[src/rtl/fsc_pkg.sv]
package fsc_pkg;
  localparam int ST_RXR = 0;
  localparam int ST_TXR = 1;
  localparam int ST_RXD = 2;
  localparam int ST_TXD = 3;
  localparam int ST_N   = 4;
  typedef logic [ST_N-1:0] st_vec_t;
endpackage

[src/rtl/fsc_dir.sv]
module fsc_dir #(
  parameter int DEPTH = 32,
  parameter int CNT_W = 16,
  parameter bit IS_TX = 1'b0,
  localparam int LVL_W = $clog2(DEPTH + 1)
) (
  input  logic             clk,
  input  logic             rst,
  input  logic             start,
  input  logic [CNT_W-1:0] len,
  input  logic             moved,
  input  logic [LVL_W-1:0] level,
  input  logic [LVL_W-1:0] thresh,
  output logic [CNT_W-1:0] left,
  output logic             ready_c,
  output logic             drain_c
);
  logic [LVL_W-1:0] eff_th;
  logic [LVL_W-1:0] avail;
  logic [CNT_W-1:0] th_w;
  logic [CNT_W-1:0] avail_w;

  // clamp threshold into 1..DEPTH
  always_comb begin
    if (thresh == '0)
      eff_th = LVL_W'(1);
    else if (thresh > LVL_W'(DEPTH))
      eff_th = LVL_W'(DEPTH);
    else
      eff_th = thresh;
  end

  generate
    if (IS_TX) begin : g_free
      assign avail = LVL_W'(DEPTH) - level;
    end else begin : g_fill
      assign avail = level;
    end
  endgenerate

  assign th_w    = CNT_W'(eff_th);
  assign avail_w = CNT_W'(avail);

  // remaining byte counter
  always_ff @(posedge clk) begin
    if (rst)
      left <= '0;
    else if (start)
      left <= len;
    else if (moved && left != '0)
      left <= left - CNT_W'(1);
  end

  assign ready_c = (left >= th_w) && (avail_w >= th_w);
  assign drain_c = (left != '0) && (left < th_w) && (avail_w >= left);

  a_r7_load: assert property (@(posedge clk) disable iff (rst)
    start |=> left == $past(len));
  a_r7_dec: assert property (@(posedge clk) disable iff (rst)
    (!start && moved && left != '0) |=> left == $past(left) - CNT_W'(1));
  a_r7_floor: assert property (@(posedge clk) disable iff (rst)
    (!start && left == '0) |=> left == '0);
  a_r7_idle: assert property (@(posedge clk) disable iff (rst)
    (left == '0) |-> !(ready_c || drain_c));
endmodule

[src/rtl/fsc_status.sv]
module fsc_status
  import fsc_pkg::*;
(
  input  logic    clk,
  input  logic    rst,
  input  st_vec_t set_c,
  input  st_vec_t clr,
  input  st_vec_t en,
  output st_vec_t raw,
  output logic    irq
);
  st_vec_t raw_next;

  // set dominates a simultaneous clear
  assign raw_next = (raw & ~clr) | set_c;

  always_ff @(posedge clk) begin
    if (rst) begin
      raw <= '0;
      irq <= 1'b0;
    end else begin
      raw <= raw_next;
      irq <= |(raw_next & en);
    end
  end

  a_r8_sticky: assert property (@(posedge clk) disable iff (rst)
    1'b1 |=> ((raw & $past(raw & ~clr)) == $past(raw & ~clr)));
  a_r8_clear: assert property (@(posedge clk) disable iff (rst)
    1'b1 |=> ((raw & $past(clr & ~set_c)) == '0));
  a_r9_irq: assert property (@(posedge clk) disable iff (rst)
    1'b1 |=> (irq == |(raw & $past(en))));
endmodule

[src/rtl/fsc_ctrl.sv]
module fsc_ctrl
  import fsc_pkg::*;
#(
  parameter int DEPTH = 32,
  parameter int CNT_W = 16,
  localparam int LVL_W = $clog2(DEPTH + 1)
) (
  input  logic             clk,
  input  logic             rst,
  input  logic [LVL_W-1:0] rx_level,
  input  logic [LVL_W-1:0] tx_level,
  input  logic [LVL_W-1:0] rx_thresh,
  input  logic [LVL_W-1:0] tx_thresh,
  input  logic [CNT_W-1:0] xfer_len,
  input  logic             rx_start,
  input  logic             tx_start,
  input  logic             rx_moved,
  input  logic             tx_moved,
  input  logic [3:0]       irq_en,
  input  logic [3:0]       clr_mask,
  input  logic             dma_rx_en,
  input  logic             dma_tx_en,
  output logic [3:0]       raw_status,
  output logic             irq,
  output logic             dma_rx_req,
  output logic             dma_tx_req,
  output logic [CNT_W-1:0] rx_left,
  output logic [CNT_W-1:0] tx_left,
  output logic [LVL_W-1:0] depth_value
);
  logic rx_ready_c, rx_drain_c, tx_ready_c, tx_drain_c;
  st_vec_t cond;

  fsc_dir #(.DEPTH(DEPTH), .CNT_W(CNT_W), .IS_TX(1'b0)) u_rx (
    .clk(clk), .rst(rst), .start(rx_start), .len(xfer_len),
    .moved(rx_moved), .level(rx_level), .thresh(rx_thresh),
    .left(rx_left), .ready_c(rx_ready_c), .drain_c(rx_drain_c)
  );

  fsc_dir #(.DEPTH(DEPTH), .CNT_W(CNT_W), .IS_TX(1'b1)) u_tx (
    .clk(clk), .rst(rst), .start(tx_start), .len(xfer_len),
    .moved(tx_moved), .level(tx_level), .thresh(tx_thresh),
    .left(tx_left), .ready_c(tx_ready_c), .drain_c(tx_drain_c)
  );

  always_comb begin
    cond         = '0;
    cond[ST_RXR] = rx_ready_c;
    cond[ST_TXR] = tx_ready_c;
    cond[ST_RXD] = rx_drain_c;
    cond[ST_TXD] = tx_drain_c;
  end

  fsc_status u_st (
    .clk(clk), .rst(rst), .set_c(cond), .clr(clr_mask),
    .en(irq_en), .raw(raw_status), .irq(irq)
  );

  // registered DMA requests
  always_ff @(posedge clk) begin
    if (rst) begin
      dma_rx_req <= 1'b0;
      dma_tx_req <= 1'b0;
    end else begin
      dma_rx_req <= dma_rx_en & rx_ready_c;
      dma_tx_req <= dma_tx_en & tx_ready_c;
    end
  end

  assign depth_value = LVL_W'(DEPTH);

  a_r10_rx_flag: assert property (@(posedge clk) disable iff (rst)
    dma_rx_req |-> raw_status[ST_RXR]);
  a_r10_tx_flag: assert property (@(posedge clk) disable iff (rst)
    dma_tx_req |-> raw_status[ST_TXR]);
  a_r10_rx_bound: assert property (@(posedge clk) disable iff (rst)
    dma_rx_req |-> $past(rx_left) != '0);
  a_r4_rx_excl: assert property (@(posedge clk) disable iff (rst)
    rx_drain_c |=> !dma_rx_req);
  a_r1_depth: assert property (@(posedge clk)
    depth_value == LVL_W'(DEPTH));
endmodule

[config.mk]
export PLATFORM = sky130hd
export DESIGN_NAME = fsc_ctrl
export DESIGN_NICKNAME = d
export VERILOG_FILES = /design/src/rtl/fsc_pkg.sv /design/src/rtl/fsc_dir.sv /design/src/rtl/fsc_status.sv /design/src/rtl/fsc_ctrl.sv
export SDC_FILE = /design/constraint.sdc
export NUM_CORES = 1
export LEC_CHECK = 0
export BUFFER_PORTS_ARGS = -buffer_cell sky130_fd_sc_hd__buf_2
export CAP_MARGIN = 0
export CORE_MARGIN = 2
export CORE_UTILIZATION = 30
export DETAILED_ROUTE_END_ITERATION = 6
export GPL_ROUTABILITY_DRIVEN = 0
export PLACE_DENSITY = 0.62
export SYNTH_ARGS = -nofsm -noshare
export SYNTH_HDL_FRONTEND = slang
export SYNTH_SLANG_ARGS = --single-unit
[constraint.sdc]
create_clock -name clk -period 2.86 [get_ports clk]
set_clock_uncertainty 0.15 [all_clocks]
set_input_delay 0.286 -clock clk [delete_from_list [all_inputs] [get_ports clk]]
set_output_delay 0.286 -clock clk [all_outputs]
set_load 0.05 [all_outputs]
; ---- Word-level counts from Yosys, hierarchy flattened
; Cells that the tools add are included.
[classes]
addsub = 3
n_lt_le_gt_ge = 10
n_mux = 8
n_bitwise = 6
n_reduce_logical = 15
[ops]
columns = cell, count
row1 = 2-to-1 mux 16 bit, 4
row2 = greater-or-equal comparator 16 x 6 -> 1 bit, 2
row3 = greater-or-equal comparator 6 x 16 -> 1 bit, 2
row4 = < comparator 16 x 6 -> 1 bit, 2
row5 = nonzero test 16 bit, 2
row6 = subtractor 16 x 1 -> 16 bit (second input constant), 2
row7 = 2-to-1 mux 6 bit, 4
row8 = greater-or-equal comparator 6 bit, 2
row9 = > comparator 6 bit (second input constant), 2
row10 = zero test 6 bit, 2
row11 = bitwise AND 4 bit, 2
row12 = logical AND 1 bit, 8
row13 = subtractor 6 bit (first input constant), 1
row14 = NOT 4 bit, 1
row15 = OR 4 bit, 1
row16 = nonzero test 2 bit, 2
row17 = OR reduction 4 bit, 1
row18 = bitwise AND 1 bit, 2
[word_totals]
register_bits = 39
output_inout_bits = 45
wordCells = 48

; ---- Longest topological paths before layout
; Gate-level depths: netlist of run 1.
[logic_depth]
ltp_word = 9
depth_mapped = 10
mapped_depth_nobuf = 10

; ---- Modules after synthesis
; Synthesis of run 1 repeated with hierarchy kept, for this count alone.
[unflattened]
hier_cells = 391
area_unflattened_um2 = 3181.8
[by_module_without_submodules]
columns = mod, instances, cells_per_inst, area_per_inst_um2, seq_area_each_um2
row1 = fsc_dir (u_tx), 1, 186, 1447.6, 320.3
row2 = fsc_dir (u_rx), 1, 175, 1396.3, 320.3
row3 = fsc_status, 1, 18, 227.7, 100.1
row4 = fsc_ctrl, 1, 12, 110.1, 40.0

; ---- Worst setup path after synthesis of run 1
; OpenSTA, ideal clock, no wires.
[synth_path]
path_kind = register -> register
start = register u_tx.left[9]
end = register u_st.irq
arrival_ns = 2.591
required_ns = 2.572
slack_ns = -0.019
stages_incl_launch_ff = 8
n_path_buf = 2
path_cell_list = dfxtp_1 > or4_1 > buf_2 > or4_4 > buf_6 > or4_4 > o211ai_2 > a41oi_1
[synth_between]
elab_chain_cells = 6
word_cells_on_any_way = 10
[synth_lines]
columns = element, line
row1 = start: declaration, fsc_dir.sv:14  ; output logic [CNT_W-1:0] left,
row2 = start signal: assignment, fsc_dir.sv:49  ; left <= len;
row3 = start signal: assignment, fsc_dir.sv:51  ; left <= left - CNT_W'(1);
row4 = < comparator 16 x 6 -> 1 bit or nonzero test 16 bit (tied branches), fsc_dir.sv:55  ; assign drain_c = (left != '0) && (left < th_w) && (avail_w >= left);
row5 = logical AND 1 bit (2 in series), fsc_dir.sv:55
row6 = OR 4 bit (*), fsc_status.sv:15  ; assign raw_next = (raw & ~clr) | set_c;
row7 = bitwise AND 4 bit (*), fsc_status.sv:23  ; irq <= |(raw_next & en);
row8 = OR reduction 4 bit (*), fsc_status.sv:23
row9 = end signal: assignment, fsc_status.sv:23
row10 = end: declaration, fsc_status.sv:10  ; output logic irq
; Every way passes the cells marked *; elsewhere a longest branch is shown, timed or not.
; A chain may end at the register's enable or synchronous reset.

; ---- Worst setup path in the final report of run 1
[layout_path]
start = register u_rx.left[0]
end = register u_rx.left[12]
[layout_between]
elab_chain_cells = 3
word_cells_on_any_way = 6
[layout_lines]
columns = element, line
row1 = start: declaration, fsc_dir.sv:14
row2 = start signal: assignment, fsc_dir.sv:49
row3 = start signal: assignment, fsc_dir.sv:51
row4 = subtractor 16 x 1 -> 16 bit or nonzero test 16 bit (tied branches), "fsc_dir.sv:51, fsc_dir.sv:50"
row5 = 2-to-1 mux 16 bit or logical AND 1 bit (tied branches), fsc_dir.sv:50  ; else if (moved && left != '0)
row6 = 2-to-1 mux 16 bit or nonzero test 2 bit (tied branches), n/a
; Several ways; a longest one is shown, not always the timed one. The select of a mux whose other input is x is not followed.

==> run metrics, run 1 <==
Reg-to-Reg Start=u_rx.left[0]; net switching power=0.729 mW; utilization after layout=37.5%; Area Overhead vs Synth=22.5%; worst max-slew margin expressed relative to the limit=48.3%; clock-pin slew reported for the worst setup and hold paths after clock tree synthesis=0.08 ns; biggest area contributors in the synthesized netlist=sky130_fd_sc_hd__dfxtp_1 25%, sky130_fd_sc_hd__ha_1 16%, sky130_fd_sc_hd__a211oi_1 6.7%; average cell area after synthesis=8.06 um2; Num CTS Buffers=5; vias=3198; layout net count=575; RSZ-0062 raised after global routing=false; Design Power=1.82 mW; category of the most critical setup path=flip-flop to flip-flop; Hold Worst Slack=0.0998 ns; routed via count divided by cell count=5.18; library cells used by synthesis=50; Async S/R FF share, synth=0%; Filler Cells Inserted=1054; final count of pins violating max slew=0; number of warnings printed during yosys synthesis=0; post-synthesis register bit count=39; largest net degree at the start of global routing=40; period utilization=93.5%; CTS Sinks=39; number of flops mapped to enable cells by yosys=0; worst path cell trace=inv_1 -> ha_1 -> or4b_2 -> o41ai_1 -> buf_4 -> nor4_1 -> xnor2_1 -> a211oi_1; initial detailed-routing violation count=143; Total Die Area=11300 um2; worst-case reg-to-reg path depth=8; Total Wirelength=9250 um; Critical Path Sink=u_rx.left[12]; final std cells w/o fill=617; Placement Setup Slack=0.227 ns; die boundary height=106 um; setup slack of the critical path after layout=0.185 ns; number of top-level design ports=101; Main synth FF type=sky130_fd_sc_hd__dfxtp_1; Final Hold Vio Count=0; clock insertion delay at the later pin of the skew report=0.30 ns; overall die width=106 um; final setup fails=0; Setup Buffers After CTS=0; residual antenna-violating net count after detailed routing=0; post-detailed-placement half-perimeter wirelength=7520 um; Lkg Pwr=1.69 nW; Sequential cell area=782 um2; Post-CTS Hold Buffers=0; initial cell density of the core=30.6%; critical path peak fanout=5; average wire per standard cell=15.0 um; top cell type by total area after synthesis=sky130_fd_sc_hd__dfxtp_1; endpoint required time on the critical path=2.92 ns; area of all placed cells without fillers=3840 um2; first-pass GRT wire length=15000 um; Area after DPL=3730 um2; Port Buffer Count=94; Arr. time, crit path=2.73 ns; destination of the worst register-to-register timing path=u_rx.left[12]; count of maximum capacitance violations=0; outcome=finished, final reports clean; number of inserted diodes=0; crit path capture type=flip-flop; fraction of power consumed by the clock network=26.0%; number of standard cells after synthesis=389; footprint of the multi-input gates=2180 um2; Min-Delay Path Class=input port to flip-flop; GRT Util Overall=16.4%; fmax=374 MHz; worst-path cell with the longest stage delay=sky130_fd_sc_hd__or4b_2; nature of the critical path startpoint=flip-flop; Worst-Margin Slew=0.775 ns; area fraction of the dominant cell type after synthesis=24.9%; TritonCTS clock tree=done; antenna violations before repair=0; total number of H-tree levels=2; setup slack of the most critical reg-to-reg path=0.19 ns; Placeable Area=10200 um2; Placement Rows=37; vias in the first global route=3171; worst setup path startpoint=u_rx.left[0]; register area share after synthesis=24.9%; minimum period implied by the final worst setup slack=2.67 ns; ratio of total power to cell area=473 nW/um2; buffer cell driving the clock tree root=sky130_fd_sc_hd__clkbuf_8; overall overflow remaining after global route=0; # DRC=0; proportion of power drawn by flip-flops and latches=35.6%; Initial DRT Pass Iterations=4; internal power=1.09 mW; Sw Ratio=40.1%; buffers from clock root to sink, at most=2; post-route setup TNS=0 ns; Inst Count DP=609; share of layout cells above drive strength 1=23.9%; maximum single-stage delay on the critical path=0.63 ns; combinational group share of total power=38.4%; number of gates resized after cts=0; cell area after synthesis=3130 um2; highest ir drop seen on vdd=0.000196 V
==> layer usage <==
metal	up-vias	part of all wire, %	track usage, %
li1	1618	-	-
met1	1475	45	20.2
met2	86	49	28.2
met3	19	4.0	2.76
met4	0	1.9	6.58
met5	-	0	0
==> registers in the layout (all words and copies together), names as in the netlist <==
register	count
dma_tx_req	1
u_st.raw	4
u_st.irq	1
u_tx.left	16
dma_rx_req	1
u_rx.left	16
==> how the worst min path moves through the flow <==
stage	start	end	slack [ns]	cells past startpoint
floorplan	tx_start	u_tx.left[4]	0.25	1
global placement	u_st.raw[2]	u_st.raw[2]	0.36	2
detailed placement	u_st.raw[2]	u_st.raw[2]	0.36	2
CTS	xfer_len[1]	u_tx.left[1]	0.09	3
global route	xfer_len[8]	u_rx.left[8]	0.10	3
finish	xfer_len[1]	u_tx.left[1]	0.1	3
==> cell families (layout without fill, tap and decap cells) <==
kind of cell	count (synthesis)	in the layout	synth area share, %
adders and majority gates	39	39	15.6
DFF	39	39	24.9
other	2	6	0.240
buffers and inverters	43	131	6.15
xor gates and xnor gates	30	30	8.38
AOI/OAI and AO/OA	93	93	20.8
and+or+nand+nor	143	143	24.0
==> layout make-up <==
cell class,count,area share [%]
Inverter,24,2.35
Timing Repair Buffer,99,13.2
Clock inverter,3,1.14
Sequential cell,39,20.4
Tap cell,136,4.43
Clock buffer,5,1.79
Multi-Input combinational cell,311,56.7
==> cell usage in the layout, fill, tap and decap left out, types with 3 or more instances in the layout <==
| cell | instances |
|---|---|
| sky130_fd_sc_hd__o21ai_0 | 9 |
| sky130_fd_sc_hd__conb_1 | 6 |
| sky130_fd_sc_hd__nor2b_1 | 3 |
| sky130_fd_sc_hd__or4_1 | 5 |
| sky130_fd_sc_hd__inv_1 | 23 |
| sky130_fd_sc_hd__buf_4 | 5 |
| sky130_fd_sc_hd__a211oi_1 | 28 |
| sky130_fd_sc_hd__xor2_1 | 9 |
| sky130_fd_sc_hd__nand3_1 | 8 |
| sky130_fd_sc_hd__or3_1 | 6 |
| sky130_fd_sc_hd__nor4_1 | 13 |
| sky130_fd_sc_hd__nand4_1 | 11 |
| sky130_fd_sc_hd__nand2b_1 | 9 |
| sky130_fd_sc_hd__o2111ai_1 | 4 |
| sky130_fd_sc_hd__a31oi_1 | 3 |
| sky130_fd_sc_hd__clkbuf_8 | 5 |
| sky130_fd_sc_hd__nand2_1 | 23 |
| sky130_fd_sc_hd__ha_1 | 39 |
| sky130_fd_sc_hd__xnor2_1 | 21 |
| sky130_fd_sc_hd__nor3_1 | 6 |
| sky130_fd_sc_hd__dfxtp_1 | 38 |
| sky130_fd_sc_hd__a21oi_1 | 18 |
| sky130_fd_sc_hd__o211ai_1 | 8 |
| sky130_fd_sc_hd__a21o_1 | 6 |
| sky130_fd_sc_hd__nor2_1 | 43 |
| sky130_fd_sc_hd__buf_2 | 94 |
==> synthesized netlist by cell type (3+ instances only) <==
cell type / n
sky130_fd_sc_hd__buf_4: 6
sky130_fd_sc_hd__inv_1: 23
sky130_fd_sc_hd__nand3_1: 8
sky130_fd_sc_hd__or3_1: 6
sky130_fd_sc_hd__dfxtp_1: 39
sky130_fd_sc_hd__clkbuf_1: 11
sky130_fd_sc_hd__xnor2_1: 21
sky130_fd_sc_hd__a31oi_1: 3
sky130_fd_sc_hd__ha_1: 39
sky130_fd_sc_hd__nand2_1: 23
sky130_fd_sc_hd__or4_1: 5
sky130_fd_sc_hd__nor2b_1: 3
sky130_fd_sc_hd__nor3_1: 6
sky130_fd_sc_hd__o2111ai_1: 4
sky130_fd_sc_hd__a21oi_1: 18
sky130_fd_sc_hd__xor2_1: 9
sky130_fd_sc_hd__nor4_1: 13
sky130_fd_sc_hd__a21o_1: 6
sky130_fd_sc_hd__o21ai_0: 9
sky130_fd_sc_hd__nand4_1: 11
sky130_fd_sc_hd__a211oi_1: 28
sky130_fd_sc_hd__nor2_1: 43
sky130_fd_sc_hd__nand2b_1: 9
sky130_fd_sc_hd__o211ai_1: 8
==> power groups by stage <==
stage	clock network, mW	logic [mW]	registers, mW
final	0.472	0.697	0.647
after global routing	0.505	0.764	0.657
after CTS	0.483	0.697	0.648
after detailed placement	0	0.693	0.660
after global placement	0	0.681	0.658
after floorplan	0	0.360	0.802
==> worst max-delay path: cells and delay by family (launching register included) <==
kind	cells	cell delay, ns
AOI/OAI and AO/OA	2	0.71
and+or+nand+nor	2	0.68
DFF	1	0.36
buffers and inverters	2	0.33
adders and majority gates	1	0.23
xor gates and xnor gates	1	0.13
(Power assumes the default switching activity.)
==> run 2, diff against run 1 <==
--- a/config.mk
+++ b/config.mk
@@ -7,6 +7,7 @@
 export LEC_CHECK = 0
 export BUFFER_PORTS_ARGS = -buffer_cell sky130_fd_sc_hd__buf_2
 export CAP_MARGIN = 0
+export CORE_ASPECT_RATIO = 2
 export CORE_MARGIN = 2
 export CORE_UTILIZATION = 30
 export DETAILED_ROUTE_END_ITERATION = 6
==> run 2 against run 1 <==
Net effect: hold slack better by 0.0097 ns; critical path depth is 1 lower; sequential power hardly changed; via count is 1.4% higher; final cell count is 0.65% higher; critical path type unchanged; largest power group unchanged; clock-buffer cell count is 1 higher; critical endpoint unchanged; cell area is 2.7% higher; fmax is 0.92% lower; power is 12% higher; die area is 0.44% higher; register-to-register slack worse by 0.02 ns; utilization is 1.3 points higher.
==> run metrics, run 2 (same netlist as run 1, synthesis figures left out) <==
setup slack of the critical path after layout=0.161 ns (-0.0247 ns); buffers from clock root to sink, at most=2 (unchanged); Post-CTS Hold Buffers=0 (unchanged); Total Wirelength=10100 um (+9.5%); crit path capture type=flip-flop; vias in the first global route=3269 (+3.1%); outcome=finished, final reports clean; RSZ-0062 raised after global routing=false; buffer cell driving the clock tree root=sky130_fd_sc_hd__clkbuf_16; nature of the critical path startpoint=flip-flop; most common cell after layout, fill and taps aside=sky130_fd_sc_hd__buf_2; Inst Count DP=613 (+0.66%); share of layout cells above drive strength 1=24.9% (+0.99 points); largest registers ranked by flip-flop count=u_rx.left x16, u_tx.left x16, u_st.raw x4; initial detailed-routing violation count=134 (-6.3%); overall die width=76.3 um (-28%); CTS Sinks=39 (unchanged); Placement Setup Slack=0.146 ns (-0.0807 ns); Placeable Area=10100 um2 (-0.80%); overall overflow remaining after global route=0 (unchanged); clock insertion delay at the later pin of the skew report=0.29 ns (about the same); total number of H-tree levels=2 (unchanged); routed via count divided by cell count=5.22 (+0.72%); Setup Buffers After CTS=0 (unchanged); die boundary height=149 um (+40%); Lkg Pwr=1.74 nW (+3.4%); Worst-Margin Slew=0.779 ns (+0.00418 ns); category of the most critical setup path=flip-flop to flip-flop; largest net degree at the start of global routing=40 (unchanged); post-detailed-placement half-perimeter wirelength=8340 um (+11%); post-route setup TNS=0 ns (unchanged); clock-pin slew reported for the worst setup and hold paths after clock tree synthesis=0.06 ns (-0.02 ns); Placement Rows=52 (+41%); TritonCTS clock tree=done; worst max-slew margin expressed relative to the limit=48.1% (-0.28 points); final setup fails=0 (unchanged); critical path peak fanout=5 (unchanged); initial cell density of the core=30.9% (+0.25 points); worst-case reg-to-reg path depth=7 (-1); Initial DRT Pass Iterations=4 (unchanged); vias=3242 (+1.4%); final std cells w/o fill=621 (+0.65%); GRT Util Overall=17.4% (+1.0 points); residual antenna-violating net count after detailed routing=0 (unchanged); fmax=370 MHz (-0.92%); Area Overhead vs Synth=25.8%; utilization after layout=38.9% (+1.3 points); Final Hold Vio Count=0 (unchanged); number of inserted diodes=0 (unchanged); period utilization=94.4% (+0.86 points); Total Die Area=11300 um2 (+0.44%); number of cells traversed by the worst hold path=3 (unchanged); highest ir drop seen on vdd=0.000369 V (+88%); minimum period implied by the final worst setup slack=2.70 ns (+0.0247 ns); ratio of total power to cell area=517 nW/um2 (+9.2%); count of maximum capacitance violations=0 (unchanged); Num CTS Buffers=5 (unchanged); Port Buffer Count=94 (unchanged); Min-Delay Path Class=input port to flip-flop; # DRC=0 (unchanged); antenna violations before repair=0 (unchanged); Arr. time, crit path=2.74 ns (about the same); first-pass GRT wire length=15600 um (+4.4%); layout net count=580 (+0.87%); endpoint required time on the critical path=2.90 ns (-0.02 ns); final count of pins violating max slew=0 (unchanged); number of top-level design ports=101 (unchanged); average wire per standard cell=16.3 um (+8.8%); most frequent cells in the layout=94 x sky130_fd_sc_hd__buf_2, 43 x sky130_fd_sc_hd__nor2_1, 39 x sky130_fd_sc_hd__ha_1, 38 x sky130_fd_sc_hd__dfxtp_1, 28 x sky130_fd_sc_hd__a211oi_1
## run 2: cell count changes in the layout (fill, tap and decap cells not counted), sizes merged
| cell | before | now |
|---|---|---|
| buf | 99 | 104 |
| clkbuf | 5 | 6 |
| clkinv | 2 | 1 |
## run 2: metrics by stage
stage / instance area (um2) / total power [mW] / hold slack (ns)
global placement: 3760 / 1.36 / 0.361
CTS: 3940 / 2.05 / 0.107
detailed placement: 3760 / 1.37 / 0.364
floorplan: 3150 / 1.16 / 0.247
finish: 3940 / 2.04 / 0.110
global route: 3940 / 2.14 / 0.110
## run 2: layout make-up
cell class | instances | area [um2]
Fill cell | 1106 | 6210
Clock inverter | 2 | 35.0
Tap cell | 135 | 169
Inverter | 24 | 90.1
Clock buffer | 6 | 139
Timing Repair Buffer | 104 | 546
Multi-Input combinational cell | 311 | 2180
Sequential cell | 39 | 782
## run 2: what timing repair did
action,CTS,global route
endpoints found under the setup margin,0,2
hold endpoints to repair,0,0
resized for setup,0,1
## run 2: critical path, cell delays in order, from the launching register on
cell and delay [ns]:
sky130_fd_sc_hd__dfxtp_1 0.34, sky130_fd_sc_hd__inv_1 0.11, sky130_fd_sc_hd__ha_1 0.23, sky130_fd_sc_hd__or4b_2 0.66
sky130_fd_sc_hd__or4_1 0.50, sky130_fd_sc_hd__nor4_1 0.26, sky130_fd_sc_hd__xnor2_1 0.11, sky130_fd_sc_hd__a211oi_1 0.25
## run 2: path summary, 6_finish.rpt
path | start | end | slack, ns
setup / recovery | u_rx.left[0] | u_rx.left[12] | 0.16
hold / removal | xfer_len[8] | u_rx.left[8] | 0.11
setup reg to reg | u_rx.left[0] | u_rx.left[12] | 0.16
hold reg to reg | u_st.raw[2] | u_st.raw[2] | 0.37
## run 2: routing by layer
layer / global-route usage (%) / vias up / share of wire [%]
li1: - / 1624 / -
met1: 16.1 / 1509 / 35
met2: 35.9 / 88 / 58
met3: 1.82 / 21 / 2.9
met4: 9.45 / 0 / 3.8
met5: 0 / - / 0
## run 2: where the power goes
| part | internal [mW] | switching (mW) |
|---|---|---|
| sequential | 0.589 | 0.0583 |
| combinational | 0.247 | 0.471 |
| clock | 0.434 | 0.238 |
| total | 1.27 | 0.768 |
